[src/rtl/pmic_pkg.sv]
package pmic_pkg;
  localparam int REG_W = 16;
  localparam int IDX_W = 5;

  localparam logic [IDX_W-1:0] IDX_CHIPID    = 5'h00;
  localparam logic [IDX_W-1:0] IDX_IRQ_FLAGS = 5'h01;
  localparam logic [IDX_W-1:0] IDX_IRQ_MASK  = 5'h02;
  localparam logic [IDX_W-1:0] IDX_CAL       = 5'h06;
  localparam logic [IDX_W-1:0] IDX_ADC_DATA  = 5'h08;
  localparam logic [IDX_W-1:0] IDX_ADC_SMP   = 5'h09;
  localparam logic [IDX_W-1:0] IDX_CTRL_A    = 5'h0D;
  localparam logic [IDX_W-1:0] IDX_CTRL_B    = 5'h0E;
  localparam logic [IDX_W-1:0] IDX_STAT      = 5'h16;
  localparam logic [IDX_W-1:0] IDX_WDOG      = 5'h17;

  localparam logic [REG_W-1:0] CHIPID_BASE = 16'h0215;
  localparam int VARIANT_BIT  = 7;
  localparam int FLAG_KEY     = 0;
  localparam int FLAG_ADC     = 8;
  localparam int STAT_KEY_BIT = 5;
  localparam int WDOG_ARM_BIT = 1;
  localparam logic [REG_W-1:0] STAT_RESET = 16'h0020;
  localparam logic [REG_W-1:0] CAL_RESET  = 16'h0001;

  typedef struct packed {
    logic rd;
    logic wr_flags;
    logic wr_mask;
    logic wr_cal;
    logic wr_adc;
    logic wr_smp;
    logic wr_ctrl_a;
    logic wr_ctrl_b;
    logic wr_wdog;
    logic bad;
  } acc_dec_t;

  function automatic logic idx_undefined(input logic [IDX_W-1:0] i);
    return (i == 5'h07) || ((i >= 5'h12) && (i <= 5'h15));
  endfunction
endpackage

[src/rtl/pmic_access_decode.sv]
module pmic_access_decode
  import pmic_pkg::*;
(
  input  logic             valid_i,
  input  logic             write_i,
  input  logic [IDX_W-1:0] index_i,
  output acc_dec_t         dec_o
);
  logic wr;

  always_comb begin
    wr              = valid_i && write_i;
    dec_o           = '0;
    dec_o.rd        = valid_i && !write_i;
    dec_o.bad       = valid_i && idx_undefined(index_i);
    dec_o.wr_flags  = wr && (index_i == IDX_IRQ_FLAGS);
    dec_o.wr_mask   = wr && (index_i == IDX_IRQ_MASK);
    dec_o.wr_cal    = wr && (index_i == IDX_CAL);
    dec_o.wr_adc    = wr && (index_i == IDX_ADC_DATA);
    dec_o.wr_smp    = wr && (index_i == IDX_ADC_SMP);
    dec_o.wr_ctrl_a = wr && (index_i == IDX_CTRL_A);
    dec_o.wr_ctrl_b = wr && (index_i == IDX_CTRL_B);
    dec_o.wr_wdog   = wr && (index_i == IDX_WDOG);
  end
endmodule

[src/rtl/pmic_irq_unit.sv]
module pmic_irq_unit
  import pmic_pkg::*;
(
  input  logic             clk_i,
  input  logic             rst_ni,
  input  logic             xor_we_i,
  input  logic             mask_we_i,
  input  logic [REG_W-1:0] wdata_i,
  input  logic [REG_W-1:0] hw_set_i,
  output logic [REG_W-1:0] flags_o,
  output logic [REG_W-1:0] mask_o,
  output logic             irq_o
);
  logic [REG_W-1:0] flags_q, flags_d;
  logic [REG_W-1:0] mask_q;
  logic             flags_en;

  always_comb begin
    flags_en = xor_we_i || (|hw_set_i);
    flags_d  = (flags_q ^ (xor_we_i ? wdata_i : '0)) | hw_set_i;
  end

  always_ff @(posedge clk_i or negedge rst_ni) begin
    if (!rst_ni) begin
      flags_q <= '0;
      mask_q  <= '1;
    end else begin
      if (flags_en)  flags_q <= flags_d;
      if (mask_we_i) mask_q  <= wdata_i;
    end
  end

  assign flags_o = flags_q;
  assign mask_o  = mask_q;
  assign irq_o   = |(flags_q & ~mask_q);
endmodule

[src/rtl/pmic_adc_unit.sv]
module pmic_adc_unit
  import pmic_pkg::*;
#(
  parameter int CHANNELS = 16,
  parameter int RES_W    = 10,
  parameter int CHAN_LSB = 10,
  localparam int CH_W    = $clog2(CHANNELS)
) (
  input  logic             clk_i,
  input  logic             rst_ni,
  input  logic             load_i,
  input  logic [CH_W-1:0]  load_chan_i,
  input  logic [RES_W-1:0] load_val_i,
  input  logic             sel_we_i,
  input  logic [CH_W-1:0]  sel_chan_i,
  input  logic             smp_clr_we_i,
  input  logic [REG_W-1:0] smp_clr_i,
  input  logic [REG_W-1:0] smp_set_i,
  output logic [REG_W-1:0] data_word_o,
  output logic [REG_W-1:0] smp_o
);
  logic [RES_W-1:0] table_q [CHANNELS];
  logic [CH_W-1:0]  chan_q;
  logic [REG_W-1:0] smp_q, smp_d;
  logic             smp_en;

  for (genvar c = 0; c < CHANNELS; c++) begin : g_entry
    always_ff @(posedge clk_i or negedge rst_ni) begin
      if (!rst_ni)                                     table_q[c] <= '0;
      else if (load_i && (load_chan_i == CH_W'(c)))    table_q[c] <= load_val_i;
    end
  end

  always_comb begin
    smp_en = smp_clr_we_i || (|smp_set_i);
    smp_d  = (smp_q & ~(smp_clr_we_i ? smp_clr_i : '0)) | smp_set_i;
  end

  always_ff @(posedge clk_i or negedge rst_ni) begin
    if (!rst_ni) begin
      chan_q <= '0;
      smp_q  <= '0;
    end else begin
      if (sel_we_i) chan_q <= sel_chan_i;
      if (smp_en)   smp_q  <= smp_d;
    end
  end

  always_comb begin
    data_word_o = '0;
    data_word_o[CHAN_LSB +: CH_W] = chan_q;
    data_word_o[RES_W-1:0] = data_word_o[RES_W-1:0] | table_q[chan_q];
  end

  assign smp_o = smp_q;
endmodule

[src/rtl/pmic_regbank.sv]
module pmic_regbank
  import pmic_pkg::*;
#(
  parameter int VARIANT     = 0,
  parameter int ADC_CHANNELS = 16,
  parameter int ADC_RES_W   = 10,
  parameter int ADC_CHAN_LSB = 10,
  parameter int SYNC_STAGES = 2,
  localparam int ADC_CH_W   = $clog2(ADC_CHANNELS)
) (
  input  logic                 clk_i,
  input  logic                 rst_ni,
  input  logic                 acc_valid_i,
  input  logic                 acc_write_i,
  input  logic [IDX_W-1:0]     acc_index_i,
  input  logic [REG_W-1:0]     acc_wdata_i,
  output logic [REG_W-1:0]     acc_rdata_o,
  input  logic                 key_event_i,
  input  logic                 key_pressed_i,
  input  logic                 adc_load_i,
  input  logic [ADC_CH_W-1:0]  adc_load_chan_i,
  input  logic [ADC_RES_W-1:0] adc_load_val_i,
  input  logic [REG_W-1:0]     smp_set_i,
  output logic                 irq_o,
  output logic                 shutdown_req_o,
  output logic                 bad_index_o
);
  logic [SYNC_STAGES-1:0] rst_sync_q;
  logic                   rst_n_sync;

  always_ff @(posedge clk_i or negedge rst_ni) begin
    if (!rst_ni) rst_sync_q <= '0;
    else         rst_sync_q <= {rst_sync_q[SYNC_STAGES-2:0], 1'b1};
  end
  assign rst_n_sync = rst_sync_q[SYNC_STAGES-1];

  acc_dec_t dec;

  pmic_access_decode u_dec (
    .valid_i (acc_valid_i),
    .write_i (acc_write_i),
    .index_i (acc_index_i),
    .dec_o   (dec)
  );

  logic [REG_W-1:0] hw_set;
  logic [REG_W-1:0] irq_flags, irq_mask;

  always_comb begin
    hw_set           = '0;
    hw_set[FLAG_KEY] = key_event_i;
    hw_set[FLAG_ADC] = dec.wr_adc;
  end

  pmic_irq_unit u_irq (
    .clk_i     (clk_i),
    .rst_ni    (rst_n_sync),
    .xor_we_i  (dec.wr_flags),
    .mask_we_i (dec.wr_mask),
    .wdata_i   (acc_wdata_i),
    .hw_set_i  (hw_set),
    .flags_o   (irq_flags),
    .mask_o    (irq_mask),
    .irq_o     (irq_o)
  );

  logic [REG_W-1:0] adc_word, smp_flags;

  pmic_adc_unit #(
    .CHANNELS (ADC_CHANNELS),
    .RES_W    (ADC_RES_W),
    .CHAN_LSB (ADC_CHAN_LSB)
  ) u_adc (
    .clk_i        (clk_i),
    .rst_ni       (rst_n_sync),
    .load_i       (adc_load_i),
    .load_chan_i  (adc_load_chan_i),
    .load_val_i   (adc_load_val_i),
    .sel_we_i     (dec.wr_adc),
    .sel_chan_i   (acc_wdata_i[ADC_CHAN_LSB +: ADC_CH_W]),
    .smp_clr_we_i (dec.wr_smp),
    .smp_clr_i    (acc_wdata_i),
    .smp_set_i    (smp_set_i),
    .data_word_o  (adc_word),
    .smp_o        (smp_flags)
  );

  logic [REG_W-1:0] cal_q, ctrl_a_q, ctrl_b_q, stat_q, stat_d;
  logic [REG_W-1:0] rdata_q, rdata_d;
  logic             shutdown_q, shutdown_d;
  logic             bad_q;
  logic [REG_W-1:0] chip_id;

  assign chip_id = CHIPID_BASE | (REG_W'(VARIANT != 0) << VARIANT_BIT);

  always_comb begin
    stat_d               = stat_q;
    stat_d[STAT_KEY_BIT] = !key_pressed_i;
    shutdown_d = dec.wr_wdog && (acc_wdata_i == '0) && ctrl_a_q[WDOG_ARM_BIT];
    unique case (acc_index_i)
      IDX_CHIPID:    rdata_d = chip_id;
      IDX_IRQ_FLAGS: rdata_d = irq_flags;
      IDX_IRQ_MASK:  rdata_d = irq_mask;
      IDX_CAL:       rdata_d = cal_q;
      IDX_ADC_DATA:  rdata_d = adc_word;
      IDX_ADC_SMP:   rdata_d = smp_flags;
      IDX_CTRL_A:    rdata_d = ctrl_a_q;
      IDX_CTRL_B:    rdata_d = ctrl_b_q;
      IDX_STAT:      rdata_d = stat_q;
      default:       rdata_d = '0;
    endcase
  end

  always_ff @(posedge clk_i or negedge rst_n_sync) begin
    if (!rst_n_sync) begin
      cal_q      <= CAL_RESET;
      ctrl_a_q   <= '0;
      ctrl_b_q   <= '0;
      stat_q     <= STAT_RESET;
      rdata_q    <= '0;
      shutdown_q <= 1'b0;
      bad_q      <= 1'b0;
    end else begin
      if (dec.wr_cal)    cal_q    <= acc_wdata_i;
      if (dec.wr_ctrl_a) ctrl_a_q <= acc_wdata_i;
      if (dec.wr_ctrl_b) ctrl_b_q <= acc_wdata_i;
      if (key_event_i)   stat_q   <= stat_d;
      if (dec.rd)        rdata_q  <= rdata_d;
      shutdown_q <= shutdown_d;
      bad_q      <= dec.bad;
    end
  end

  assign acc_rdata_o    = rdata_q;
  assign shutdown_req_o = shutdown_q;
  assign bad_index_o    = bad_q;
endmodule

[config.mk]
export PLATFORM = sky130hd
export DESIGN_NAME = pmic_regbank
export DESIGN_NICKNAME = d
export VERILOG_FILES = /design/src/rtl/pmic_pkg.sv /design/src/rtl/pmic_access_decode.sv /design/src/rtl/pmic_irq_unit.sv /design/src/rtl/pmic_adc_unit.sv /design/src/rtl/pmic_regbank.sv
export SDC_FILE = /design/constraint.sdc
export NUM_CORES = 1
export LEC_CHECK = 0
export BUFFER_PORTS_ARGS = -buffer_cell sky130_fd_sc_hd__buf_4
export CORE_MARGIN = 2
export CORE_UTILIZATION = 35
export CTS_CLUSTER_SIZE = 24
export DETAILED_ROUTE_END_ITERATION = 6
export PLACE_DENSITY = 0.49
export REMOVE_ABC_BUFFERS = 1
export SLEW_MARGIN = 10
export SYNTH_ARGS = -nofsm -noshare
export SYNTH_HDL_FRONTEND = slang
export SYNTH_SLANG_ARGS = --single-unit
[constraint.sdc]
create_clock -name clk_i -period 9.3 [get_ports clk_i]
set_clock_uncertainty 0.2 [all_clocks]
set_input_delay 0.465 -clock clk_i [delete_from_list [all_inputs] [get_ports clk_i]]
set_output_delay 0.465 -clock clk_i [all_outputs]
set_load 0.01 [all_outputs]
==> impl_metrics.csv <==
group,metric,value,unit
timing,slew_headroom,21.10,%
power,pwr-share-seq,47.5,%
final_layout,post-route-util,41.48,%
power,netSwitchingFraction,25.86,%
synth,synthXorXnorAreaFrac,1.087,%
drt,vias,8156,
min_path,hold_end,"bad_index_o$_DFF_PN0_",
synth,netlist_area,0.01289,mm²
synth,synth_mux_area_share,27.27,%
drt,drt-total-wl,35530,µm
final_layout,fillCellCount,3449,
drt,drt-wirelength-per-cell,23.50,µm
timing,fin_setup_tns,0,ns
synth,synth.avg_cell_area,13.92,µm²
synth,synthArstFlopShare,100.0,%
min_path,min_path_type,"in2reg",
synth,synth_edf_count,0,
power,p_int,2.483,mW
critical_path,critPathSlowestCell,"dfrtp_2",
timing,post-route-period-util,32.92,%
drt,vias_per_cell,5.394,
timing,setup_viol,0,
synth,syn_inst,926,
final_layout,syn2layout_area_growth,17.23,%
timing,min_period,3.062,ns
final_layout,diodes,0,
power,powerDensity,221.6,mW/mm²
critical_path,crit_arrival,3.23,ns
die,rows,70,
global_routing,grt_pass1_vias,8488,
power,power.static_leakage,6.383,nW
die,io_pins,77,
timing,rsz0062_at_grt,"false",
synth,synth_seq_area_share,54.72,%
synth,yosysWarnings,0,
power,max-vdd-ir-drop,0.0001126,V
cts,root_buffer,"clkbuf_16",
critical_path,cp_top_family,"flip-flops",
critical_path,critical_path.max_stage_delay,0.70,ns
critical_path,cp-start-kind,"flop",
die,core_area,0.03643,mm²
critical_path,crit_chain,"buf_4 > mux4_2 > a22oi_1 > a21oi_1 > nor4b_1 > o21ai_1",
cts,clk_pin_slew_worst_paths,0.06,ns
final_layout,final_cell_mix,"dfrtp_1, mux2_2, buf_4, nand2_1, a22oi_1",
cts,cts.sinks,281,
cts,numCtsBuffers,34,
die,initial_utilization,35.38,%
power,power_frac_comb,16.0,%
die,die-area,0.03839,mm²
critical_path,r2r_slack,6.24,ns
flow_run,maxCapViolCount,0,
cts,cts_tree,"yes",
final_layout,final_common_cell,"dfrtp_1",
global_routing,grt_first_pass_wirelength,54610,µm
min_path,hold_depth,2,
placed_design,gp_congestion,0.7842,
critical_path,endpoint_kind,"flop",
cts,clk_latency,0.52,ns
critical_path,reg2reg_depth,6,
final_layout,drive_above_1_share,39.18,%
timing,finalMaxSlewViolations,0,
cts,cts_buffer_depth,3,
drt,drc,0,
timing,clock.fmax,326.6,MHz
placed_design,place_hpwl,23060,µm
synth,synth-adder-area-share,0,%
synth,synth-seq-cells,281,
global_routing,grt_max_degree,161,
critical_path,path_class,"reg2reg",
cts,cts_resized,0,
synth,ys.flop_type,"dfrtp_1",
placed_design,port_buffers,76,
timing,finalHoldViolations,0,
min_path,hold_start,"acc_index_i[3]",
timing,tightestPinTransition,1.175,ns
critical_path,required,9.47,ns
die,die_x,195.9,µm
critical_path,reg2reg_from,"u_adc.chan_q[0]$_DFFE_PN0P_",
power,pwr-share-clk,36.5,%
drt,drtIter0Drc,468,
synth,synth_top_family_by_area,"multiplexers",
critical_path,crit_buf_inv,1,
global_routing,track_usage,18.90,%
synth,synth-compound-area-share,7.191,%
power,p_sw,866.2,µW
synth,synthSimpleGateAreaFrac,6.687,%
run_status,status,"finished, final reports clean",
cts,htree_levels,2,
synth,yosysUniqueCellTypes,62,
final_layout,nNetsFinal,1079,
die,die_h,195.9,µm
drt,antenna_left,0,
drt,first_pass_iters,5,
critical_path,reg2reg_to,"acc_rdata_o[4]$_DFFE_PN0P_",
global_routing,grt_overflow,0,
critical_path,crit_fanout,33,
global_routing,grt_antenna_before_repair,0,
-- Yosys cell counts (5+ instances only) --
| master | number | area [µm²] |
|---|---|---|
| dfrtp_1 | 263 | 6581 |
| mux2_2 | 190 | 2140 |
| nand2_1 | 54 | 202.7 |
| a22oi_1 | 52 | 390.4 |
| mux4_2 | 35 | 788.3 |
| mux2_1 | 30 | 337.8 |
| clkbuf_1 | 23 | 86.33 |
| nor2_1 | 22 | 82.58 |
| a21o_1 | 20 | 150.1 |
| dfstp_2 | 18 | 473.0 |
| buf_2 | 17 | 85.08 |
| inv_1 | 17 | 63.81 |
| nand3_1 | 14 | 70.07 |
| xnor2_1 | 14 | 122.6 |
| nor2b_1 | 12 | 75.07 |
| a21oi_1 | 11 | 55.05 |
| and3_1 | 10 | 62.56 |
| mux2_4 | 10 | 150.1 |
| mux2i_1 | 10 | 100.1 |
| buf_4 | 8 | 60.06 |
| buf_6 | 8 | 90.09 |
| o211ai_1 | 7 | 52.55 |
| a31oi_1 | 6 | 37.54 |
| nand2b_1 | 6 | 37.54 |
| a222oi_1 | 5 | 50.05 |
| nor4_1 | 5 | 31.28 |
| o22ai_1 | 5 | 31.28 |
-- stage by stage --
stage               power [mW]  setup WS [ns]  cells  hold WS [ns]  cell area, µm²
finish                   3.350          6.238   1512       0.05625           15110
global route             3.525          6.047   1512       0.04879           15110
CTS                      3.399          6.212   1512       0.02956           15110
detailed placement       2.148          5.951   1433       0.04965           13890
global placement         2.136          6.064   1433       0.04913           13890
floorplan                1.950         0.7204    869      -0.03059           12570
-- flip-flops by register name, indices dropped and copies added, names as in the netlist, 2 cells and up --
name,count
u_adc.chan_q,4
u_adc.table_q,160
u_adc.smp_o,16
u_irq.flags_o,16
ctrl_b_q,16
cal_q,16
ctrl_a_q,16
u_irq.mask_o,16
acc_rdata_o,16
rst_sync_q,2
-- layer usage --
layer  share of wire [%]  routed length, µm  up-vias  track usage [%]
met5                   0                  0        -                0
met3                 4.8               1710       60            3.541
met2                  47              16700      186            30.84
met4                 2.1                741        0            4.966
li1                    -                  -     3626                -
met1                  46              16380     4284            25.98
-- timing repair --
action                                  in CTS  in global routing
buffers inserted                             0                  0
endpoints found under the hold margin       20                  0
endpoints found under the setup margin       0                  0
hold buffers                                20                  0
-- cell families (layout without fill, tap and decap cells) --
kind of cell / Yosys count / after routing
mux: 275 / 275
buf+inv: 74 / 192
compound gates: 125 / 125
simple gates: 154 / 154
xor+xnor: 16 / 16
other cells: 1 / 1
flops: 281 / 281
-- worst reg2reg max path: stages, from the launching register on --
cell and delay, ns:
dfrtp_2 0.70, buf_4 0.66, mux4_2 0.60, a22oi_1 0.28, a21oi_1 0.13, nor4b_1 0.27, o21ai_1 0.09
-- worst max-delay path by stage --
| stage | startpoint | end | slack, ns | cells past startpoint |
|---|---|---|---|---|
| 5_1_grt | u_adc.chan_q[0]$_DFFE_PN0P_ | acc_rdata_o[4]$_DFFE_PN0P_ | 6.05 | 6 |
| 2_1_floorplan | rst_sync_q[1]$_DFF_PN0_ | acc_rdata_o[0]$_DFFE_PN0P_ | 0.72 | 0 |
| 4_1_cts | u_adc.chan_q[0]$_DFFE_PN0P_ | acc_rdata_o[4]$_DFFE_PN0P_ | 6.21 | 6 |
| 3_3_place_gp | acc_index_i[3] | ctrl_b_q[3]$_DFFE_PN0P_ | 6.06 | 6 |
| 6_report | u_adc.chan_q[0]$_DFFE_PN0P_ | acc_rdata_o[4]$_DFFE_PN0P_ | 6.24 | 6 |
| 3_5_place_dp | acc_index_i[3] | ctrl_b_q[3]$_DFFE_PN0P_ | 5.95 | 6 |
-- final cells by class --
class                   count  area, µm²  share of cell area, %
clock inverters             6      48.80                 0.3229
flip-flops and latches    281       7061                  46.72
inverters                  17      63.81                 0.4222
multi-input cells         571       5449                  36.05
clock buffers              53      972.2                  6.433
repair buffers            116      933.4                  6.176
well taps                 468      585.6                  3.875
-- power groups by stage --
stage / logic [mW] / registers, mW / clock network (mW)
6_report: 0.535 / 1.59 / 1.22
3_3_place_gp: 0.526 / 1.61 / 0
2_1_floorplan: 0.364 / 1.59 / 0
5_1_grt: 0.583 / 1.62 / 1.32
3_5_place_dp: 0.536 / 1.61 / 0
4_1_cts: 0.545 / 1.59 / 1.26
No activity file was read; power rests on OpenSTA's default activity.
